[src/rtl/emr_pkg.sv]
package emr_pkg;
  localparam logic [2:0] CMD_MODE_SET = 3'd0;
  localparam logic [2:0] CMD_EXT_SET  = 3'd1;
  localparam logic [2:0] CMD_READ     = 3'd2;
  localparam logic [2:0] CMD_SR_EXIT  = 3'd3;

  localparam logic [3:0] VENDOR_CODE = 4'b0010;
  localparam logic [3:0] REVISION    = 4'b0011;

  // write recovery: 3-bit code maps to 4..11 clocks
  function automatic logic [3:0] wr_from_code(input logic [2:0] code);
    return {1'b0, code} + 4'd4;
  endfunction

  // termination: the reserved code falls back to off
  function automatic logic [1:0] term_from_code(input logic [1:0] code);
    return (code == 2'b11) ? 2'b00 : code;
  endfunction

  function automatic logic [7:0] id_byte();
    return {REVISION, VENDOR_CODE};
  endfunction
endpackage

[src/rtl/emr_field_regs.sv]
module emr_field_regs
  import emr_pkg::*;
(
  input  logic       clk,
  input  logic       rst_n,
  input  logic       mode_wr,
  input  logic       ext_wr,
  input  logic       sr_exit,
  input  logic [6:0] fld,
  output logic [3:0] wr_cycles,
  output logic [1:0] term_sel,
  output logic [1:0] drv_sel,
  output logic       dll_en,
  output logic       dll_restart
);
  localparam int DLL_OFF_BIT = 6;

  logic ext_dll_on;
  assign ext_dll_on  = ext_wr && !fld[DLL_OFF_BIT];
  assign dll_restart = sr_exit || (ext_dll_on && !dll_en);

  always_ff @(posedge clk) begin
    if (!rst_n) begin
      wr_cycles <= wr_from_code(3'd0);
      term_sel  <= 2'b00;
      drv_sel   <= 2'b00;
      dll_en    <= 1'b1;
    end else begin
      if (mode_wr) wr_cycles <= wr_from_code(fld[6:4]);
      if (ext_wr) begin
        term_sel <= term_from_code(fld[1:0]);
        drv_sel  <= fld[3:2];
        dll_en   <= !fld[DLL_OFF_BIT];
      end
      if (sr_exit) dll_en <= 1'b1;
    end
  end
endmodule

[src/rtl/emr_dll_lock.sv]
module emr_dll_lock #(
  parameter int DLL_LOCK = 1000
) (
  input  logic clk,
  input  logic rst_n,
  input  logic restart,
  input  logic dll_en,
  output logic rd_ready
);
  localparam int CW = $clog2(DLL_LOCK + 1);
  localparam logic [CW-1:0] LIMIT = CW'(DLL_LOCK);

  logic [CW-1:0] cnt;

  always_ff @(posedge clk) begin
    if (!rst_n)                       cnt <= '0;
    else if (restart)                 cnt <= '0;
    else if (!dll_en)                 cnt <= '0;
    else if (cnt != LIMIT)            cnt <= cnt + 1'b1;
  end

  assign rd_ready = dll_en && (cnt == LIMIT);
endmodule

[src/rtl/emr_id_ctrl.sv]
module emr_id_ctrl
  import emr_pkg::*;
#(
  parameter int ID_ON  = 4,
  parameter int ID_OFF = 3
) (
  input  logic       clk,
  input  logic       rst_n,
  input  logic       id_start,
  input  logic       id_stop,
  output logic       id_mode,
  output logic [7:0] dq_out,
  output logic       dq_oe
);
  localparam int MAXD = (ID_ON > ID_OFF) ? ID_ON : ID_OFF;
  localparam int TW   = $clog2(MAXD + 1);

  typedef enum logic [1:0] {ID_IDLE, ID_WAIT_ON, ID_ACTIVE, ID_WAIT_OFF} id_state_t;

  id_state_t     st;
  logic [TW-1:0] tmr;
  logic          drive;

  always_ff @(posedge clk) begin
    if (!rst_n) begin
      st    <= ID_IDLE;
      tmr   <= '0;
      drive <= 1'b0;
    end else if (id_start && (st == ID_IDLE || st == ID_WAIT_OFF)) begin
      st  <= ID_WAIT_ON;
      tmr <= TW'(ID_ON);
    end else if (id_stop && (st == ID_WAIT_ON || st == ID_ACTIVE)) begin
      st  <= ID_WAIT_OFF;
      tmr <= TW'(ID_OFF);
    end else begin
      case (st)
        ID_WAIT_ON: begin
          if (tmr <= 1) begin
            st    <= ID_ACTIVE;
            drive <= 1'b1;
          end
          tmr <= tmr - 1'b1;
        end
        ID_WAIT_OFF: begin
          if (tmr <= 1) begin
            st    <= ID_IDLE;
            drive <= 1'b0;
          end
          tmr <= tmr - 1'b1;
        end
        default: tmr <= '0;
      endcase
    end
  end

  assign id_mode = (st == ID_WAIT_ON) || (st == ID_ACTIVE);
  assign dq_oe   = drive;
  assign dq_out  = drive ? id_byte() : 8'hFF;
endmodule

[src/rtl/emr_responder.sv]
module emr_responder
  import emr_pkg::*;
#(
  parameter int ADDR_W   = 12,
  parameter int ID_ON    = 4,
  parameter int ID_OFF   = 3,
  parameter int DLL_LOCK = 1000
) (
  input  logic              clk,
  input  logic              rst_n,
  input  logic              cmd_vld,
  input  logic [2:0]        cmd_kind,
  input  logic [ADDR_W-1:0] addr,
  output logic [3:0]        wr_cycles,
  output logic [1:0]        term_sel,
  output logic [1:0]        drv_sel,
  output logic              dll_en,
  output logic              rd_ready,
  output logic [7:0]        dq_out,
  output logic              dq_oe,
  output logic              proto_err
);
  localparam int ID_BIT = 10;

  // decoded command events, named for the checker
  logic mode_wr, ext_wr, sr_exit, id_start, id_stop;
  logic id_mode, violate_evt, dll_restart;
  logic unused_addr;

  assign mode_wr  = cmd_vld && (cmd_kind == CMD_MODE_SET);
  assign ext_wr   = cmd_vld && (cmd_kind == CMD_EXT_SET);
  assign sr_exit  = cmd_vld && (cmd_kind == CMD_SR_EXIT);
  assign id_start = ext_wr && addr[ID_BIT];
  assign id_stop  = ext_wr && !addr[ID_BIT];
  assign unused_addr = ^{addr[ADDR_W-1:ID_BIT+1], addr[ID_BIT-1:7]};

  assign violate_evt = cmd_vld && id_mode && !id_stop;

  emr_field_regs u_fields (
    .clk(clk), .rst_n(rst_n), .mode_wr(mode_wr), .ext_wr(ext_wr),
    .sr_exit(sr_exit), .fld(addr[6:0]), .wr_cycles(wr_cycles),
    .term_sel(term_sel), .drv_sel(drv_sel), .dll_en(dll_en),
    .dll_restart(dll_restart)
  );

  emr_dll_lock #(.DLL_LOCK(DLL_LOCK)) u_lock (
    .clk(clk), .rst_n(rst_n), .restart(dll_restart), .dll_en(dll_en),
    .rd_ready(rd_ready)
  );

  emr_id_ctrl #(.ID_ON(ID_ON), .ID_OFF(ID_OFF)) u_id (
    .clk(clk), .rst_n(rst_n), .id_start(id_start), .id_stop(id_stop),
    .id_mode(id_mode), .dq_out(dq_out), .dq_oe(dq_oe)
  );

  always_ff @(posedge clk) begin
    if (!rst_n)           proto_err <= 1'b0;
    else if (violate_evt) proto_err <= 1'b1;
  end
endmodule

[config.mk]
export PLATFORM = sky130hd
export DESIGN_NAME = emr_responder
export DESIGN_NICKNAME = d
export VERILOG_FILES = /design/src/rtl/emr_pkg.sv /design/src/rtl/emr_field_regs.sv /design/src/rtl/emr_dll_lock.sv /design/src/rtl/emr_id_ctrl.sv /design/src/rtl/emr_responder.sv
export SDC_FILE = /design/constraint.sdc
export NUM_CORES = 1
export LEC_CHECK = 0
export ABC_AREA = 1
export BUFFER_PORTS_ARGS = -buffer_cell sky130_fd_sc_hd__buf_2
export CORE_UTILIZATION = 54
export DETAILED_ROUTE_END_ITERATION = 10
export GPL_ROUTABILITY_DRIVEN = 0
export GPL_TIMING_DRIVEN = 0
export PLACE_DENSITY = 0.95
export SLEW_MARGIN = 20
export SYNTH_ARGS = -nofsm -noshare
export SYNTH_HDL_FRONTEND = slang
export SYNTH_SLANG_ARGS = --single-unit
[constraint.sdc]
create_clock -name clk -period 3.9 [get_ports clk]
set_clock_uncertainty 0.15 [all_clocks]
set_input_delay 0.39 -clock clk [delete_from_list [all_inputs] [get_ports clk]]
set_output_delay 0.39 -clock clk [all_outputs]
set_load 0.03 [all_outputs]
-- After elaboration in Yosys (flattened, before gate mapping)
Index checks and enable logic that the tools add are counted.
- bits in registers: 26
- logic and storage cells: 77
- add/subtract/negate cells: 3
- magnitude comparators: 1
- equality and inequality tests: 14
- muxes and demuxes: 13
- bitwise operators: 4
- reductions and logical operators: 31
- operators by type and width (operator ; count):
    1-bit logical AND ; 12
    10-bit by 1-bit adder with 10-bit output, second input constant ; 1
    10-bit equality test, second input constant ; 1
    10-bit != test, second input constant ; 1
    3-bit 2-to-1 mux ; 3
    2-bit 2-to-1 mux ; 4
    8-bit 2-to-1 mux ; 1
    2-bit equality test, second input constant ; 3
    3-bit AND reduction ; 2
    2-bit OR reduction ; 3
    5-bit AND reduction ; 1
    3-bit by 3-bit adder with 4-bit output, second input constant ; 1
    1-bit zero test ; 4
    4-bit by 1-bit != test with 1-bit output, second input constant ; 1
    4-bit != test, second input constant ; 1
    1-bit NOT ; 4
    2-bit case mux with 2 select lines ; 1
    4-bit nonzero test ; 1
    3-bit by 1-bit equality test with 1-bit output, second input constant ; 1
    3-bit by 2-bit equality test with 1-bit output, second input constant ; 1
    3-bit by 1-bit <= comparator with 1-bit output, second input constant ; 1
    3-bit zero test ; 1
    1-bit logical OR ; 3
    1-bit 2-to-1 mux ; 3
    other kinds (11) ; 11

-- Longest topological paths before layout
Gate-level depths: netlist of run 1.
- word-level depth: 6
- depth in mapped cells: 10
- gate-level depth less buffers: 10

-- Hierarchy
From an unflattened synthesis of run 1, not the netlist that was laid out.
- cell total of the unflattened synthesis: 225
- area total of the unflattened synthesis: 1529.0 sq um
- by module, submodules not included (module ; times used ; cells an instance ; area an instance (sq um) ; sequential area each (sq um)):
    emr_dll_lock ; 1 ; 92 ; 586.8 ; 200.2
    emr_id_ctrl ; 1 ; 68 ; 489.2 ; 120.1
    emr_field_regs ; 1 ; 44 ; 327.8 ; 180.2
    emr_responder ; 1 ; 21 ; 125.1 ; 20.0

-- Least setup slack after synthesis of run 1
OpenSTA, ideal clock, no wires.
- kind: flip-flop to output port
- from: reg u_lock.cnt[5]
- to: out rd_ready
- arrival time: 1.191 ns
- required time: 3.360 ns
- slack: 2.169 ns
- cell stages (with the launch flop): 5
- path buffers: 0
- cells stage by stage: dfxtp_1 > nand2_2 > nor3_2 > nand3_2 > nor2_1
- longest elaborated chain between the ends: 2
- ends and longest elaborated chain (what ; RTL line ; RTL):
    from (decl) ; emr_dll_lock.sv:13 ; logic [CW-1:0] cnt;
    from (signal assigned) ; emr_dll_lock.sv:19 ; else if (cnt != LIMIT) cnt <= cnt + 1'b1;
    10-bit equality test ; emr_dll_lock.sv:22 ; assign rd_ready = dll_en && (cnt == LIMIT);
    1-bit logical AND ; emr_dll_lock.sv:22 ;
    to (decl) ; emr_responder.sv:18 ; output logic rd_ready,
Every way passes these cells.

-- Worst setup path after layout of run 1
Same ends and word-level chain as after synthesis.

==> qor.yml, run 1 <==
worst_setup_path:
  crit_type: "reg -> out"
  cp_max_fo: 6
  startpoint_type: "flip-flop"
  crit_path_end_kind: "output pin"
  cp_cell_sequence: "nand2_2 -> nor3_2 -> nand3_2 -> nor2_1 -> buf_2"
  required_ps: 3360
  critical-path-top-delay-family: "simple AND/OR/NAND/NOR gates"
  crit_arrival_ps: 1560
  cp_num_buf_inv: 1
  slowest_stage: "dfxtp_1"
  slowest_delay_ps: 470
global_route:
  antenna_found_initial: 0
  grt-ovfl-total: 0
  gr-usage-all-layers_pct: 23.7
  grt_pass1_wl_mm: 4.79
  grt_max_degree: 16
  grt_pass1_vias: 1206
power_and_ir_drop:
  p_sw_w: 0.000135
  power.share.combinational_pct: 12.8
  p_per_area_mw_per_mm2: 343
  intPower_w: 0.000402
  total_power_w: 0.000537
  power_frac_seq_pct: 52.3
  leakage_nw: 0.794
  ir_drop_uv: 289
  switching_share_pct: 25.1
  p_clk_share_pct: 34.9
clocking:
  post-cts-setup-buffers: 0
  insertion_delay_ps: 330
  cts-htree-levels: 1
  cts_resized: 0
  cts_tree: "built"
  numCtsBuffers: 3
  cts-root-buf: "clkbuf_4"
  ctsHoldBuffers: 0
  clock-sinks: 26
  clock_path_buffers: 2
  clk_pin_slew_ps: 150
routing:
  vias: 1202
  viasPerCell: 4.99
  avgRoutedWirePerCell_um: 11.5
  firstDrtPassIters: 4
  postRouteAntennaNets: 0
  first_iter_violations: 22
  drc: 0
  drt-total-wl_mm: 2.76
sta:
  setup_tns_ps: 0
  rsz0062_at_grt: "false"
  post-route-min-period_ps: 2100
  max_freq_mhz: 477
  fin_hold_ws_ps: 134
  setup-violations-final: 0
  fin_crit_sh_pct: 53.8
  hold_viol_final: 0
  maxSlewViolCount: 0
die:
  dieArea_mm2: 0.00266
  die_w_um: 51.6
  start_util_pct: 58.8
  std_cell_rows: 17
  core_mm2: 0.00225
  io_pins: 38
  die_y_um: 51.6
synthesis:
  syn_avg_cell_area_um2: 7.45
  yosysUniqueCellTypes: 29
  synthCells: 178
  async_flop_share_pct: 0
  synth_seq_cells: 26
  synth_area_mm2: 0.00133
  synth-main-ff-cell: "dfxtp_1"
  synth_edf_count: 0
  synth_seq_area_share_pct: 39.2
  ys_warn_count: 0
finish:
  final_cell_mix: "nand2_1 (31), inv_1 (29), buf_2 (29), nor2_1 (26), dfxtp_1 (26)"
  syn2layout_area_growth_pct: 18.1
  drive_gt1_share_pct: 25.8
  diodes: 0
  final_net_count: 238
  fin_util_pct: 69.5
  mostFrequentLayoutCell: "nand2_1"
  instances_no_fill: 241
min_path:
  hp-class: "in -> reg"
place:
  dpl.hpwl_mm: 1.99
  dp_cells: 237
  io_buffers: 29
run_status:
  status: "completed"
job:
  cap_violations: 0
-- power groups by stage --
stage	registers [W]	clock network, W	logic [W]
2_1_floorplan	0.000292	0	0.0000430
3_3_place_gp	0.000286	0	0.0000659
6_report	0.000281	0.000187	0.0000689
3_5_place_dp	0.000286	0	0.0000677
5_1_grt	0.000282	0.000196	0.0000758
4_1_cts	0.000281	0.000187	0.0000687
-- kinds of logic (layout without fill, tap and decap cells) --
family	Yosys count	in the layout	share of synthesized area [%]
compound gates	24	24	10.9
xor+xnor	3	3	1.98
fa+ha+maj	6	6	5.66
buf+inv	40	73	13.7
flops	26	26	39.2
other cells	1	3	0.283
simple gates	78	78	28.2
-- cells in the mapped netlist, types with 3 or more instances --
master	number	area, um2
a21oi_1	9	45.0
inv_1	29	109
nand3_1	8	40.0
o21ai_0	7	35.0
nor2_1	26	97.6
ha_1	6	75.1
dfxtp_1	26	521
nand2_2	3	18.8
buf_4	8	60.1
nand2_1	31	116
-- final timing paths --
check	from	end	slack [ps]	depth (start not counted)
max reg2reg	u_lock.cnt[0]	u_lock.cnt[8]	2330	6
min	addr[2]	u_fields.drv_sel[0]	130	3
max	u_lock.cnt[5]	rd_ready	1800	5
min reg2reg	u_lock.cnt[9]	u_lock.cnt[9]	320	2
-- registers in the layout (all words and copies together), names as in the netlist --
register / flops
u_fields.drv_sel: 2
u_fields.term_sel: 2
proto_err: 1
u_fields.dll_en: 1
u_id.tmr: 3
u_id.st: 2
u_id.dq_oe: 1
u_lock.cnt: 10
u_fields.wr_cycles: 4
-- per-stage QoR --
step	cell area [um2]	worst slack, ps
2_1_floorplan	1330	2170
3_3_place_gp	1510	2240
3_5_place_dp	1510	2180
4_1_cts	1570	1800
5_1_grt	1570	1710
6_report	1570	1800
-- cell type report --
type                    instances  area [um2]
plain buffers                   8        60.1
clock buffers                   3        22.5
clock inverters                 1        30.0
fillers                       192         688
inverters                      32         121
multi-input cells             114         632
flip-flops and latches         26         520
well taps                      28        35.0
repair buffers                 29         145
-- worst min-delay path: cells and delay by family --
kind | cells | cell delay (ps)
buffers and inverters | 1 | 70
and+or+nand+nor | 2 | 120
-- per-layer routing --
metal	up-vias	track usage (%)	share of wire, %
li1	612	-	-
met1	561	27.1	44
met2	27	45.7	52
met3	2	1.75	3.3
met4	0	8.11	0.65
met5	-	0	0
(Power assumes the default switching activity.)
==> run 2: changes to the inputs <==
Settings changed: ABC_AREA 1 to 0, CORE_UTILIZATION 54 to 46, PLACE_DENSITY 0.95 to 0.86.
Clock period 3.9 ns to 1.8 ns, I/O delays scaled along.
==> qor.yml, run 2 <==
clocking:
  cts_tree: "built"
  clock_path_buffers: 2
  cts-htree-levels: 1
  cts-root-buf: "clkbuf_4"
  clk_pin_slew_ps: 140
  clock-sinks: 26
  numCtsBuffers: 3
  insertion_delay_ps: 320
sta:
  rsz0062_at_grt: "true"
  max_freq_mhz: 525
  maxSlewViolCount: 0
  hold_viol_final: 0
  max_slew_margin_pct: 65.7
  worst_slew_pin_slew_ps: 514
  fin_crit_sh_pct: 106
  post-route-min-period_ps: 1910
  setup_tns_ps: -191
  setup-violations-final: 3
  setup_ws_ps: -105
synthesis:
  synth_seq_cells: 26
  yosysUniqueCellTypes: 43
  synth_top_area_cell: "dfxtp_1"
  synth_seq_area_share_pct: 37.4
  async_flop_share_pct: 0
  synth_edf_count: 0
  yosys.cell_count.top_type: "dfxtp_1"
  synth-main-ff-cell: "dfxtp_1"
  yosysTopAreaCellShare_pct: 37.4
  syn_avg_cell_area_um2: 9.10
  synth_area_leaders: "dfxtp_1 (37%), ha_1 (5.4%), nand2_1 (4.3%), a21oi_1 (4.0%), buf_4 (3.8%)"
  ys_warn_count: 0
  synthCells: 153
  yosys-top-cells-count: "dfxtp_1 (26), nand2_1 (16), a21oi_1 (11)"
  synth_area_mm2: 0.00139
power_and_ir_drop:
  p_clk_share_pct: 27.4
  p_per_area_mw_per_mm2: 599
  switching_share_pct: 27.3
  p_sw_w: 0.000304
  power_frac_seq_pct: 54.1
  ir_drop_uv: 464
  power.share.combinational_pct: 18.6
  intPower_w: 0.000807
  leakage_nw: 0.744
finish:
  instances_no_fill: 241
  regArea_um2: 526
  diodes: 0
  syn2layout_area_growth_pct: 33.2
  drive_gt1_share_pct: 39.0
  fillers: 217
  mostFrequentLayoutCell: "buf_2"
  final_net_count: 235
  largest_reg_flops: 10
  final_cell_mix: "buf_2 (30), dfxtp_1 (22), buf_4 (20), nand2_1 (16), a21oi_1 (11)"
  largestRegisters: "u_lock.cnt x10, u_fields.wr_cycles x4, u_id.tmr x3"
  top_register: "u_lock.cnt"
  multi_input_area_um2: 815
die:
  std_cell_rows: 19
  die_w_um: 57.0
  die_y_um: 57.0
  io_pins: 38
  dieArea_mm2: 0.00325
  start_util_pct: 49.6
  core_mm2: 0.00281
worst_setup_path:
  cp_max_fo: 2
  required_ps: 1850
  startpoint_type: "flip-flop"
  crit_path_end_kind: "flip-flop"
  crit_type: "reg -> reg"
  crit_arrival_ps: 1950
global_route:
  gr-usage-all-layers_pct: 19.5
  grt-ovfl-total: 0
  grt_pass1_vias: 1173
  grt_max_degree: 15
  grt_pass1_wl_mm: 5.05
  antenna_found_initial: 0
routing:
  postRouteAntennaNets: 0
  firstDrtPassIters: 7
  drt-total-wl_mm: 3.42
  first_iter_violations: 29
  viasPerCell: 5.46
  avgRoutedWirePerCell_um: 14.2
  vias: 1317
  drc: 6
run_status:
  status: "complete, but fails checks"
  violations: "design-rule violations, negative setup slack"
place:
  dpl.hpwl_mm: 1.94
  dp_cells: 216
  io_buffers: 30
min_path:
  hp-class: "in -> reg"
job:
  cap_violations: 0
==> run 2: cell count changes after synthesis, sizes merged, moves of 5 or more <==
cell,before,now
a21boi,0,6
nand3,11,3
nand2,34,16
inv,31,9
o31ai,0,5
nor2,27,5
==> run 2: cell type report <==
type	count	share of cell area, %
multi-input combinational	110	43.9
sequential	26	28.3
timing repair buffer	51	18.0
buffer	10	3.91
tap	31	2.09
clock buffer	4	1.96
inverter	9	1.82
==> run 2: stage by stage <==
step | hold slack (ps) | cell area (um2) | utilization, % | power (W) | worst slack, ps
detailed placement | 294 | 1590 | 56.6 | 0.000767 | 79.7
finish | 1.17 | 1860 | 66.1 | 0.00111 | -105
CTS | 1.52 | 1810 | 64.4 | 0.00108 | -46.8
global placement | 285 | 1590 | 56.6 | 0.000763 | 81.9
global route | 0.519 | 1860 | 66.1 | 0.00116 | -160
floorplan | 175 | 1400 | - | 0.000720 | 237
==> run 2: cell families after synthesis <==
kind of cell               Yosys count  share of synthesized area [%]
AOI/OAI and AO/OA                   37                           17.7
xor gates and xnor gates             5                           3.15
adders and majority gates            6                           5.39
buffers and inverters               19                           7.64
DFF                                 26                           37.4
muxes                                5                           3.68
other                                1                          0.269
and+or+nand+nor                     54                           24.8
==> run 2: metal layers <==
metal	vias to the layer above	part of all wire [%]	global-route usage, %
li1	643	-	-
met1	623	45	25.2
met2	42	49	35.0
met3	9	4.5	2.04
met4	0	1.5	4.18
met5	-	0	0
==> run 2: power by group through the flow <==
stage / sequential, W / combinational, W / clock (W)
2_1_floorplan: 0.000623 / 0.0000966 / 0
3_3_place_gp: 0.000614 / 0.000149 / 0
3_5_place_dp: 0.000615 / 0.000153 / 0
4_1_cts: 0.000600 / 0.000180 / 0.000303
5_1_grt: 0.000603 / 0.000219 / 0.000337
6_report: 0.000601 / 0.000206 / 0.000304
==> run 2: worst max-delay path, stage by stage, from the launching register on <==
cell      delay, ps
dfxtp_2         360
inv_2            70
ha_4            130
nand4b_1        160
buf_4           180
buf_4           130
buf_4           120
buf_4           130
o31ai_1         240
a21oi_1         120
==> run 2: path summary, 6_finish.rpt <==
check	start	to	slack (ps)	depth (start not counted)
hold reg to reg	u_fields.drv_sel[1]	u_fields.drv_sel[1]	320	2
setup reg to reg	u_lock.cnt[1]	u_lock.cnt[1]	-110	9
setup / recovery	u_lock.cnt[1]	u_lock.cnt[1]	-110	9
hold / removal	addr[6]	u_fields.dll_en	1	4
==> run 2: timing repair <==
item | CTS | global route
hold buffers | 7 | 1
pin swaps | 3 | 4
setup buffers | 11 | 2
gates resized for setup | 10 | 7
setup endpoints to repair | 1 | 6
endpoints found under the hold margin | 6 | 1
